### config.mk
export PLATFORM = sky130hd
export DESIGN_NAME = rx_fifo_irq
export DESIGN_NICKNAME = d
export VERILOG_FILES = /design/src/rtl/rx_fifo_pkg.sv /design/src/rtl/rx_byte_fifo.sv /design/src/rtl/rx_irq_ctrl.sv /design/src/rtl/rx_fifo_irq.sv
export SDC_FILE = /design/constraint.sdc
export NUM_CORES = 1
export LEC_CHECK = 0
export ABC_AREA = 1
export CAP_MARGIN = 20
export CORE_MARGIN = 2
export CORE_UTILIZATION = 54
export CTS_CLUSTER_SIZE = 16
export DETAILED_ROUTE_END_ITERATION = 8
export MAX_ROUTING_LAYER = met4
export PLACE_DENSITY = 0.73
export SLEW_MARGIN = 20
export SYNTH_ARGS = -nofsm -noshare
export SYNTH_HDL_FRONTEND = slang
export SYNTH_SLANG_ARGS = --single-unit
### constraint.sdc
create_clock -name clk_i -period 6.1 [get_ports clk_i]
set_input_delay 0.61 -clock clk_i [delete_from_list [all_inputs] [get_ports clk_i]]
set_output_delay 0.61 -clock clk_i [all_outputs]
set_load 0.005 [all_outputs]
### src/rtl/rx_fifo_pkg.sv
package rx_fifo_pkg;
  localparam int ADDR_W = 5;
  localparam logic [ADDR_W-1:0] ADDR_IRQ   = 5'h0C;
  localparam logic [ADDR_W-1:0] ADDR_FSTAT = 5'h1C;
  localparam logic [ADDR_W-1:0] ADDR_FDATA = 5'h1F;

  localparam int FLAG_W     = 8;
  localparam int BIT_FRAME  = 0;
  localparam int BIT_CRC    = 1;
  localparam int BIT_HIGH   = 5;
  localparam int BIT_SOF    = 6;
  localparam int BIT_DONE   = 7;

  // flags that wake the host; start-of-frame alone does not
  localparam logic [FLAG_W-1:0] WAKE_MASK =
    FLAG_W'((1 << BIT_DONE) | (1 << BIT_HIGH) | (1 << BIT_CRC) | (1 << BIT_FRAME));
endpackage

### src/rtl/rx_byte_fifo.sv
module rx_byte_fifo #(
  parameter int DEPTH     = 12,
  parameter int DW        = 8,
  parameter int HIGH_MARK = 9,
  localparam int LVL_W    = $clog2(DEPTH + 1),
  localparam int PTR_W    = $clog2(DEPTH)
) (
  input  logic             clk_i,
  input  logic             rst_ni,
  input  logic             push_i,
  input  logic [DW-1:0]    wdata_i,
  input  logic             pop_i,
  input  logic             clr_ovf_i,
  output logic [DW-1:0]    rdata_o,
  output logic [LVL_W-1:0] level_o,
  output logic             ovf_o,
  output logic             high_evt_o
);
  localparam logic [LVL_W-1:0] LVL_FULL = LVL_W'(DEPTH);
  localparam logic [LVL_W-1:0] LVL_PRE  = LVL_W'(HIGH_MARK - 1);
  localparam logic [PTR_W-1:0] PTR_LAST = PTR_W'(DEPTH - 1);

  logic [DW-1:0]    mem_q [DEPTH];
  logic [PTR_W-1:0] wr_ptr_q, rd_ptr_q;
  logic [LVL_W-1:0] level_q;
  logic             ovf_q;
  logic             push_ok, pop_ok, drop;

  function automatic logic [PTR_W-1:0] ptr_next(input logic [PTR_W-1:0] p);
    return (p == PTR_LAST) ? '0 : p + 1'b1;
  endfunction

  assign push_ok = push_i && (level_q != LVL_FULL);
  assign drop    = push_i && (level_q == LVL_FULL);
  assign pop_ok  = pop_i && (level_q != '0);

  always_ff @(posedge clk_i) begin
    if (push_ok) mem_q[wr_ptr_q] <= wdata_i;
  end

  always_ff @(posedge clk_i or negedge rst_ni) begin
    if (!rst_ni) begin
      wr_ptr_q <= '0;
      rd_ptr_q <= '0;
      level_q  <= '0;
      ovf_q    <= 1'b0;
    end else begin
      if (push_ok) wr_ptr_q <= ptr_next(wr_ptr_q);
      if (pop_ok)  rd_ptr_q <= ptr_next(rd_ptr_q);
      case ({push_ok, pop_ok})
        2'b10:   level_q <= level_q + 1'b1;
        2'b01:   level_q <= level_q - 1'b1;
        default: level_q <= level_q;
      endcase
      if (drop)           ovf_q <= 1'b1;
      else if (clr_ovf_i) ovf_q <= 1'b0;
    end
  end

  assign rdata_o    = (level_q != '0) ? mem_q[rd_ptr_q] : '0;
  assign level_o    = level_q;
  assign ovf_o      = ovf_q;
  assign high_evt_o = push_ok && !pop_ok && (level_q == LVL_PRE);
endmodule

### src/rtl/rx_irq_ctrl.sv
module rx_irq_ctrl
  import rx_fifo_pkg::*;
(
  input  logic              clk_i,
  input  logic              rst_ni,
  input  logic [FLAG_W-1:0] set_i,
  input  logic              clr_i,
  output logic [FLAG_W-1:0] flags_o,
  output logic              irq_o
);
  logic [FLAG_W-1:0] flags_q;

  always_ff @(posedge clk_i or negedge rst_ni) begin
    if (!rst_ni) flags_q <= '0;
    else         flags_q <= (clr_i ? '0 : flags_q) | set_i;
  end

  assign flags_o = flags_q;
  assign irq_o   = |(flags_q & WAKE_MASK);
endmodule

### src/rtl/rx_fifo_irq.sv
module rx_fifo_irq
  import rx_fifo_pkg::*;
#(
  parameter int DEPTH     = 12,
  parameter int HIGH_MARK = DEPTH * 3 / 4,
  localparam int LVL_W    = $clog2(DEPTH + 1)
) (
  input  logic              clk_i,
  input  logic              rst_ni,
  input  logic              sof_i,
  input  logic              byte_valid_i,
  input  logic [7:0]        byte_data_i,
  input  logic              eof_i,
  input  logic              frame_err_i,
  input  logic              crc_err_i,
  input  logic              rd_en_i,
  input  logic [ADDR_W-1:0] rd_addr_i,
  output logic [7:0]        rd_data_o,
  output logic              irq_o
);
  logic [7:0]        head_byte;
  logic [LVL_W-1:0]  level;
  logic              ovf, high_evt;
  logic              rd_irq, rd_fstat, rd_fdata;
  logic [FLAG_W-1:0] flag_set, irq_flags;
  logic [7:0]        fstat;

  assign rd_irq   = rd_en_i && (rd_addr_i == ADDR_IRQ);
  assign rd_fstat = rd_en_i && (rd_addr_i == ADDR_FSTAT);
  assign rd_fdata = rd_en_i && (rd_addr_i == ADDR_FDATA);

  rx_byte_fifo #(
    .DEPTH    (DEPTH),
    .DW       (8),
    .HIGH_MARK(HIGH_MARK)
  ) i_fifo (
    .clk_i     (clk_i),
    .rst_ni    (rst_ni),
    .push_i    (byte_valid_i),
    .wdata_i   (byte_data_i),
    .pop_i     (rd_fdata),
    .clr_ovf_i (sof_i),
    .rdata_o   (head_byte),
    .level_o   (level),
    .ovf_o     (ovf),
    .high_evt_o(high_evt)
  );

  always_comb begin
    flag_set            = '0;
    flag_set[BIT_SOF]   = sof_i;
    flag_set[BIT_HIGH]  = high_evt;
    flag_set[BIT_DONE]  = eof_i;
    flag_set[BIT_FRAME] = frame_err_i;
    flag_set[BIT_CRC]   = crc_err_i;
  end

  rx_irq_ctrl i_irq (
    .clk_i  (clk_i),
    .rst_ni (rst_ni),
    .set_i  (flag_set),
    .clr_i  (rd_irq),
    .flags_o(irq_flags),
    .irq_o  (irq_o)
  );

  assign fstat = {ovf, (7 - LVL_W)'(0), level};

  always_comb begin
    rd_data_o = '0;
    if (rd_irq)   rd_data_o = irq_flags;
    if (rd_fstat) rd_data_o = fstat;
    if (rd_fdata) rd_data_o = head_byte;
  end
endmodule

* Word-level counts from Yosys, hierarchy flattened *
Memories as Yosys holds them, arrays and structs flattened.
Cells that the tools add are included.

storage, ports and cells
  RAM bits = 96
  bits of input ports = 21
  output and inout bits = 9
  memories kept = 1
  logic and storage cells = 46
  register bits after elaboration = 21

memories
  name          words  width  read ports  clocked after Yosys merged registers in  write ports  RTL line            source
  i_fifo.mem_q  12     8      1           0                                        1            rx_byte_fifo.sv:23  logic [DW-1:0] mem_q [DEPTH];

cells by class
  add/subtract/negate cells = 4
  equal/unequal tests = 10
  multiplexer cells = 12
  bitwise logic cells = 1
  reduce and logical (&&, ||, !) cells = 13

operators with widths
  kind                                                 number
  two-way mux 8 bit                                    5
  equality test 4 bit, second input constant           4
  adder 4 x 1 -> 4 bit, second input constant          3
  equality test 5 bit, second input constant           2
  logical AND 1 bit                                    8
  two-way mux 4 bit                                    2
  OR 8 bit                                             1
  case mux 4 bit (2 select lines)                      1
  equality test 5 x 4 -> 1 bit, second input constant  1
  two-way mux 1 bit                                    4
  inequality test 4 bit, second input constant         1
  nonzero test 2 bit                                   2
  nonzero test 4 bit                                   1
  OR reduction 4 bit                                   1
  subtractor 4 x 1 -> 4 bit, second input constant     1
  equality test 2 x 1 -> 1 bit, second input constant  1
  equality test 2 bit, second input constant           1
  logical NOT 1 bit                                    1

* Longest topological paths before layout *
  depth after elaboration = 7
  gate-level depth with buffers = 15
  depth with buffers taken out = 14

* Cells and area by module *
From an unflattened synthesis, not the netlist that was laid out.

second synthesis, totals
  cells, all modules = 512
  area total of the unflattened synthesis = 5,251.3 um^2

by module, submodules not included
  module        cells an instance  area an instance (um^2)  times used  seq. area each (um^2)
  rx_byte_fifo  432                4,732.0                  1           3,208.1
  rx_irq_ctrl   36                 305.3                    1           200.2
  rx_fifo_irq   44                 214.0                    1           0.0

* Worst setup path after synthesis *
No wires, ideal clock.

  path type = input to register
  start = in rd_addr_i[2]
  end = reg i_fifo.level_q[2], in the netlist i_fifo.level_o[2]
  buffers on the path = 1
  path slack = 3.826 ns
  data required time = 6.018 ns
  stages on the path = 12
  library setup time = 0.082 ns
  arrival time = 2.192 ns
  cells stage by stage = nand2_1 -> nor2_2 -> nand3b_1 -> nor2_4 -> buf_6 -> ha_1 -> nor2_1 -> nor2_1 -> ha_1 -> a21oi_1 -> or2_2 -> a31oi_1

on the way
  word-level cells in the longest chain between the ends = 5
  elaborated cells on any way between the ends = 7
  those cells by class = eq/ne: 3; mux: 1; reduce/logical: 3

RTL lines
  item                                                                          RTL line            source
  start, declared                                                               rx_fifo_irq.sv:17   input logic [ADDR_W-1:0] rd_addr_i,
  equality test 5 bit (*)                                                       rx_fifo_irq.sv:30   assign rd_fdata = rd_en_i && (rd_addr_i == ADDR_FDATA);
  logical AND 1 bit (*)                                                         rx_fifo_irq.sv:30
  logical AND 1 bit (*)                                                         rx_byte_fifo.sv:35  assign pop_ok = pop_i && (level_q != '0);
  via i_fifo.pop_ok                                                             rx_byte_fifo.sv:27  logic push_ok, pop_ok, drop;
  equality test 2 x 1 -> 1 bit / equality test 2 bit (equally long branches)    rx_byte_fifo.sv:50  case ({push_ok, pop_ok})
  case mux 4 bit (2 select lines) / nonzero test 2 bit (equally long branches)  n/a
  end signal, assigned                                                          rx_byte_fifo.sv:51  2'b10: level_q <= level_q + 1'b1;
  end signal, assigned                                                          rx_byte_fifo.sv:52  2'b01: level_q <= level_q - 1'b1;
  end signal, assigned                                                          rx_byte_fifo.sv:53  default: level_q <= level_q;
  end, declared                                                                 rx_byte_fifo.sv:25  logic [LVL_W-1:0] level_q;

The timed path passes the listed nets; every way through them passes the cells marked *.
A chain may end at the register's enable or synchronous reset.

* Final worst setup path *
  start = reg i_fifo.rd_ptr_q[1]
  end = out rd_data_o[4]

on the way
  word-level cells in the longest chain between the ends = 3

RTL lines
  item                      RTL line            source
  start, declared           rx_byte_fifo.sv:24  logic [PTR_W-1:0] wr_ptr_q, rd_ptr_q;
  start signal, assigned    rx_byte_fifo.sv:49  if (pop_ok) rd_ptr_q <= ptr_next(rd_ptr_q);
  memory read (12 x 8 bit)  n/a
  two-way mux 8 bit         rx_byte_fifo.sv:60  assign rdata_o = (level_q != '0) ? mem_q[rd_ptr_q] : '0;
  two-way mux 8 bit         rx_fifo_irq.sv:73   if (rd_fdata) rd_data_o = head_byte;
  end, declared             rx_fifo_irq.sv:18   output logic [7:0] rd_data_o,

No other way between the ends.

==> PnR_summary.wiki <==
{| class="wikitable"
! Metric !! Value
|-
| Number of top-level design ports || 30
|-
| CTS tree || done
|-
| Signal arrival time at the worst endpoint || approximately 3.2 ns
|-
| Height of the chip || between 100 and 150 um
|-
| Start-to-end type of the worst setup path || flip-flop to output pin
|-
| Ant. Diodes || 0
|-
| Clk root buf || clkbuf_8
|-
| Area growth from synthesis to final layout || 18.32%
|-
| Met3 layer wire length in the routed design || a little under 700 um
|-
| H-tree depth || 4
|-
| Core box area || 0.009196 mm2
|-
| Vias per Instance || about 5.6
|-
| Chip Width || 101.3 um
|-
| Worst Path Max Fanout || 26
|-
| Worst EP required || 5.49 ns
|-
| Initial Util || between 50% and 60%
|-
| Number of enable flip-flop cells after synthesis || 96
|-
| Number of max-slew violations in the final report || 0
|-
| Storage element area || about 0.0033 mm2
|-
| RePlAce Congestion || around 0.8
|-
| Post-Route WL || between 10000 and 15000 um
|-
| Warnings from Yosys || 0
|-
| Net count, final || between 500 and 600
|-
| Global-route wire length before repair || around 17000 um
|-
| Final Hold Fails || 0
|-
| DR DRC count || 0
|-
| Mapped cell area || 0.005107 mm2
|-
| Dominant cell by count in the synthesized netlist || nand2_1
|-
| Static leakage || approximately 2.4 nW
|-
| PostCTS Resize Cnt || 0
|-
| Count of different cell masters after synthesis || 34
|-
| Fin Clk Skew || between 0.005 and 0.006 ns
|-
| Full die area || 0.01025 mm2
|-
| Initial detailed-routing violation count || around 350
|-
| Outcome || complete, no violations
|-
| Cell area after layout || a little over 0.006 mm2
|-
| Leading register cell type out of synthesis || edfxtp_1
|-
| Synth async-reset ratio || 15.79%
|-
| Vias after detailed routing || approximately 3600
|-
| Max layer used || met4
|-
| Hold_ws || roughly 0.48 ns
|-
| Cell accounting for the most synthesized area || edfxtp_1
|-
| Setup fix buffers added after clock tree synthesis || 0
|-
| Largest buffer count on any clock path || 2
|-
| Via count of the first global-routing pass || approximately 3600
|-
| Synthesized netlist net count || between 500 and 600
|-
| RSZ-0062 raised after global routing || false
|-
| Shortest period the worst path allows || approximately 3.8 ns
|-
| Number of nets with antenna violations after routing || 0
|-
| Share of the synthesized area in the top cell type || between 50% and 60%
|-
| Hold-fix buffers, CTS || 0
|-
| Count of fill cells added during filler insertion || 703
|-
| Sink Count || 114
|-
| Drt wl/cell || 16.93 um
|-
| Global-route congestion overflow total || 0
|-
| Share of cells above drive strength 1 || between 9 and 10%
|-
| Number of antenna violations at the first check in global routing || 0
|-
| Max cap viols || 0
|-
| Gr usage total || 23.49%
|-
| Worst-case headroom to the max-slew limit || between 30 and 40%
|-
| Post-route fraction of the period consumed by the critical path || between 60% and 70%
|-
| CTS buffer count || 17
|-
| Synthesized instance count || roughly 500
|-
| Cell area reported after detailed placement || 0.005474 mm2
|-
| Standard-cell rows || 35
|-
| Final-layout setup total negative slack || 0 ns
|-
| Detailed Place HPWL || slightly below 7000 um
|-
| Total area of multi-input combinational cells || ~0.0015 mm2
|-
| Sequential area share after synthesis || between 60 and 70%
|-
| Top cells by area in the synthesized netlist || edfxtp_1, nand2_1, dfrtp_1
|-
| Power per cell area || between 400 and 500 mW/mm2
|-
| Clock transition at the registers of the reported paths || 0.05 ns
|-
| Quantity of I/O buffers inserted on ports || 29
|-
| Class of the worst hold path || flip-flop to flip-flop
|-
| Largest net degree at the start of global routing || between 50 and 60
|-
| Peak clock frequency supported by timing || 0.2640 GHz
|-
| Clock latency reported for the late side of the worst-skew pair || ~0.5 ns
|-
| # setup viols final || 0
|-
| DR WL met2 || 5525 um
|-
| Critical Path Sink Type || output pin
|-
| VDD IR-drop max || 261.8 uV
|-
| Register bit total from synthesis || between 100 and 150
|-
| Leading post-synthesis cells by instance count || nand2_1, edfxtp_1, nand3_1
|-
| First drt pass iteration count || 5
|-
| Mean cell area of the mapped netlist || around 11 um2
|-
| Critical path startpoint category || flip-flop
|-
| Wire length the detailed router placed on met1 || roughly 4600 um
|-
| Worst slew pin tran || ~0.99 ns
|}
-- cells in the final DEF (no fill, tap or decap), types with 2 or more instances in the layout --
cell type	count
nand2_1	150
edfxtp_1	96
nand3_1	72
inv_1	44
clkdlybuf4s50_1	29
dfrtp_1	18
nor2_1	16
clkbuf_16	16
o21ai_0	12
ha_1	9
o211ai_1	8
nor3_1	7
buf_4	7
inv_2	4
nor3_2	4
clkinvlp_4	4
clkinv_1	3
o22ai_1	3
o21bai_1	3
bufinv_16	3
clkbuf_1	3
clkinv_2	3
a21oi_1	2
nand4_1	2
o21ai_1	2
xor2_1	2
-- registers in the layout, summed over array words and instances, names as in the netlist --
register	cells
i_fifo.level_o	4
i_fifo.mem_q	96
i_fifo.ovf_o	1
i_fifo.rd_ptr_q	4
i_fifo.wr_ptr_q	4
i_irq.flags_o	5
-- power breakdown --
part	internal (mW)	leakage, nW	switching (mW)
Combinational	0.196	1.09	0.421
Sequential	0.957	1.07	0.0928
Clock	0.614	0.264	0.324
Total	1.77	2.43	0.838
-- per-layer routing --
| layer | global-route usage [%] | up-vias |
|---|---|---|
| met1 | 29.28 | 1723 |
| li1 | - | 1710 |
| met4 | 7.692 | 0 |
| met2 | 38.46 | 133 |
| met5 | - | - |
| met3 | 5.176 | 11 |
-- stage by stage --
step	util, %	std cells	total power, mW	setup WS [ns]
detailed placement	59.52	613	1.668	2.880
CTS	65.66	644	2.608	2.351
finish	65.71	644	2.605	2.312
floorplan	-	486	1.507	3.826
global route	65.71	644	2.736	2.093
global placement	59.41	613	1.627	2.953
-- cells by family after synthesis --
group / count (synthesis) / synth area share, %
buffers and inverters: 70 / 6.124
AOI/OAI and AO/OA: 33 / 4.140
adders and majority gates: 9 / 2.205
xor gates and xnor gates: 3 / 0.5145
DFF: 114 / 65.26
and+or+nand+nor: 257 / 21.75
-- final timing paths --
path                                      end  cells past startpoint               start  slack [ns]
max                              rd_data_o[4]                      7  i_fifo.rd_ptr_q[1]        2.31
max in group asynchronous  i_fifo.rd_ptr_q[2]                      1              rst_ni        4.96
min                          i_irq.flags_o[6]                      1    i_irq.flags_o[6]        0.48
min in group asynchronous   i_fifo.level_o[2]                      1              rst_ni        0.60
max reg2reg                 i_fifo.level_o[2]                      9   i_fifo.level_o[2]        3.73
min reg2reg                  i_irq.flags_o[6]                      1    i_irq.flags_o[6]        0.48
-- layout make-up --
cell class | instances | area share [%]
tap | 111 | 2.298
timing repair buffer | 36 | 5.673
multi-input combinational | 302 | 24.43
clock inverter | 11 | 2.298
sequential | 114 | 55.16
inverter | 50 | 3.106
clock buffer | 20 | 7.039
-- critical path: stages, from the launching register on --
cell             delay, ns
dfrtp_1               0.99
inv_2                 0.48
nor2_1                0.20
o21ai_0               0.10
o211ai_1              0.12
nand2_1               0.08
nor2_1                0.17
clkdlybuf4s50_1       0.54
No activity file was read; power rests on OpenSTA's default activity.
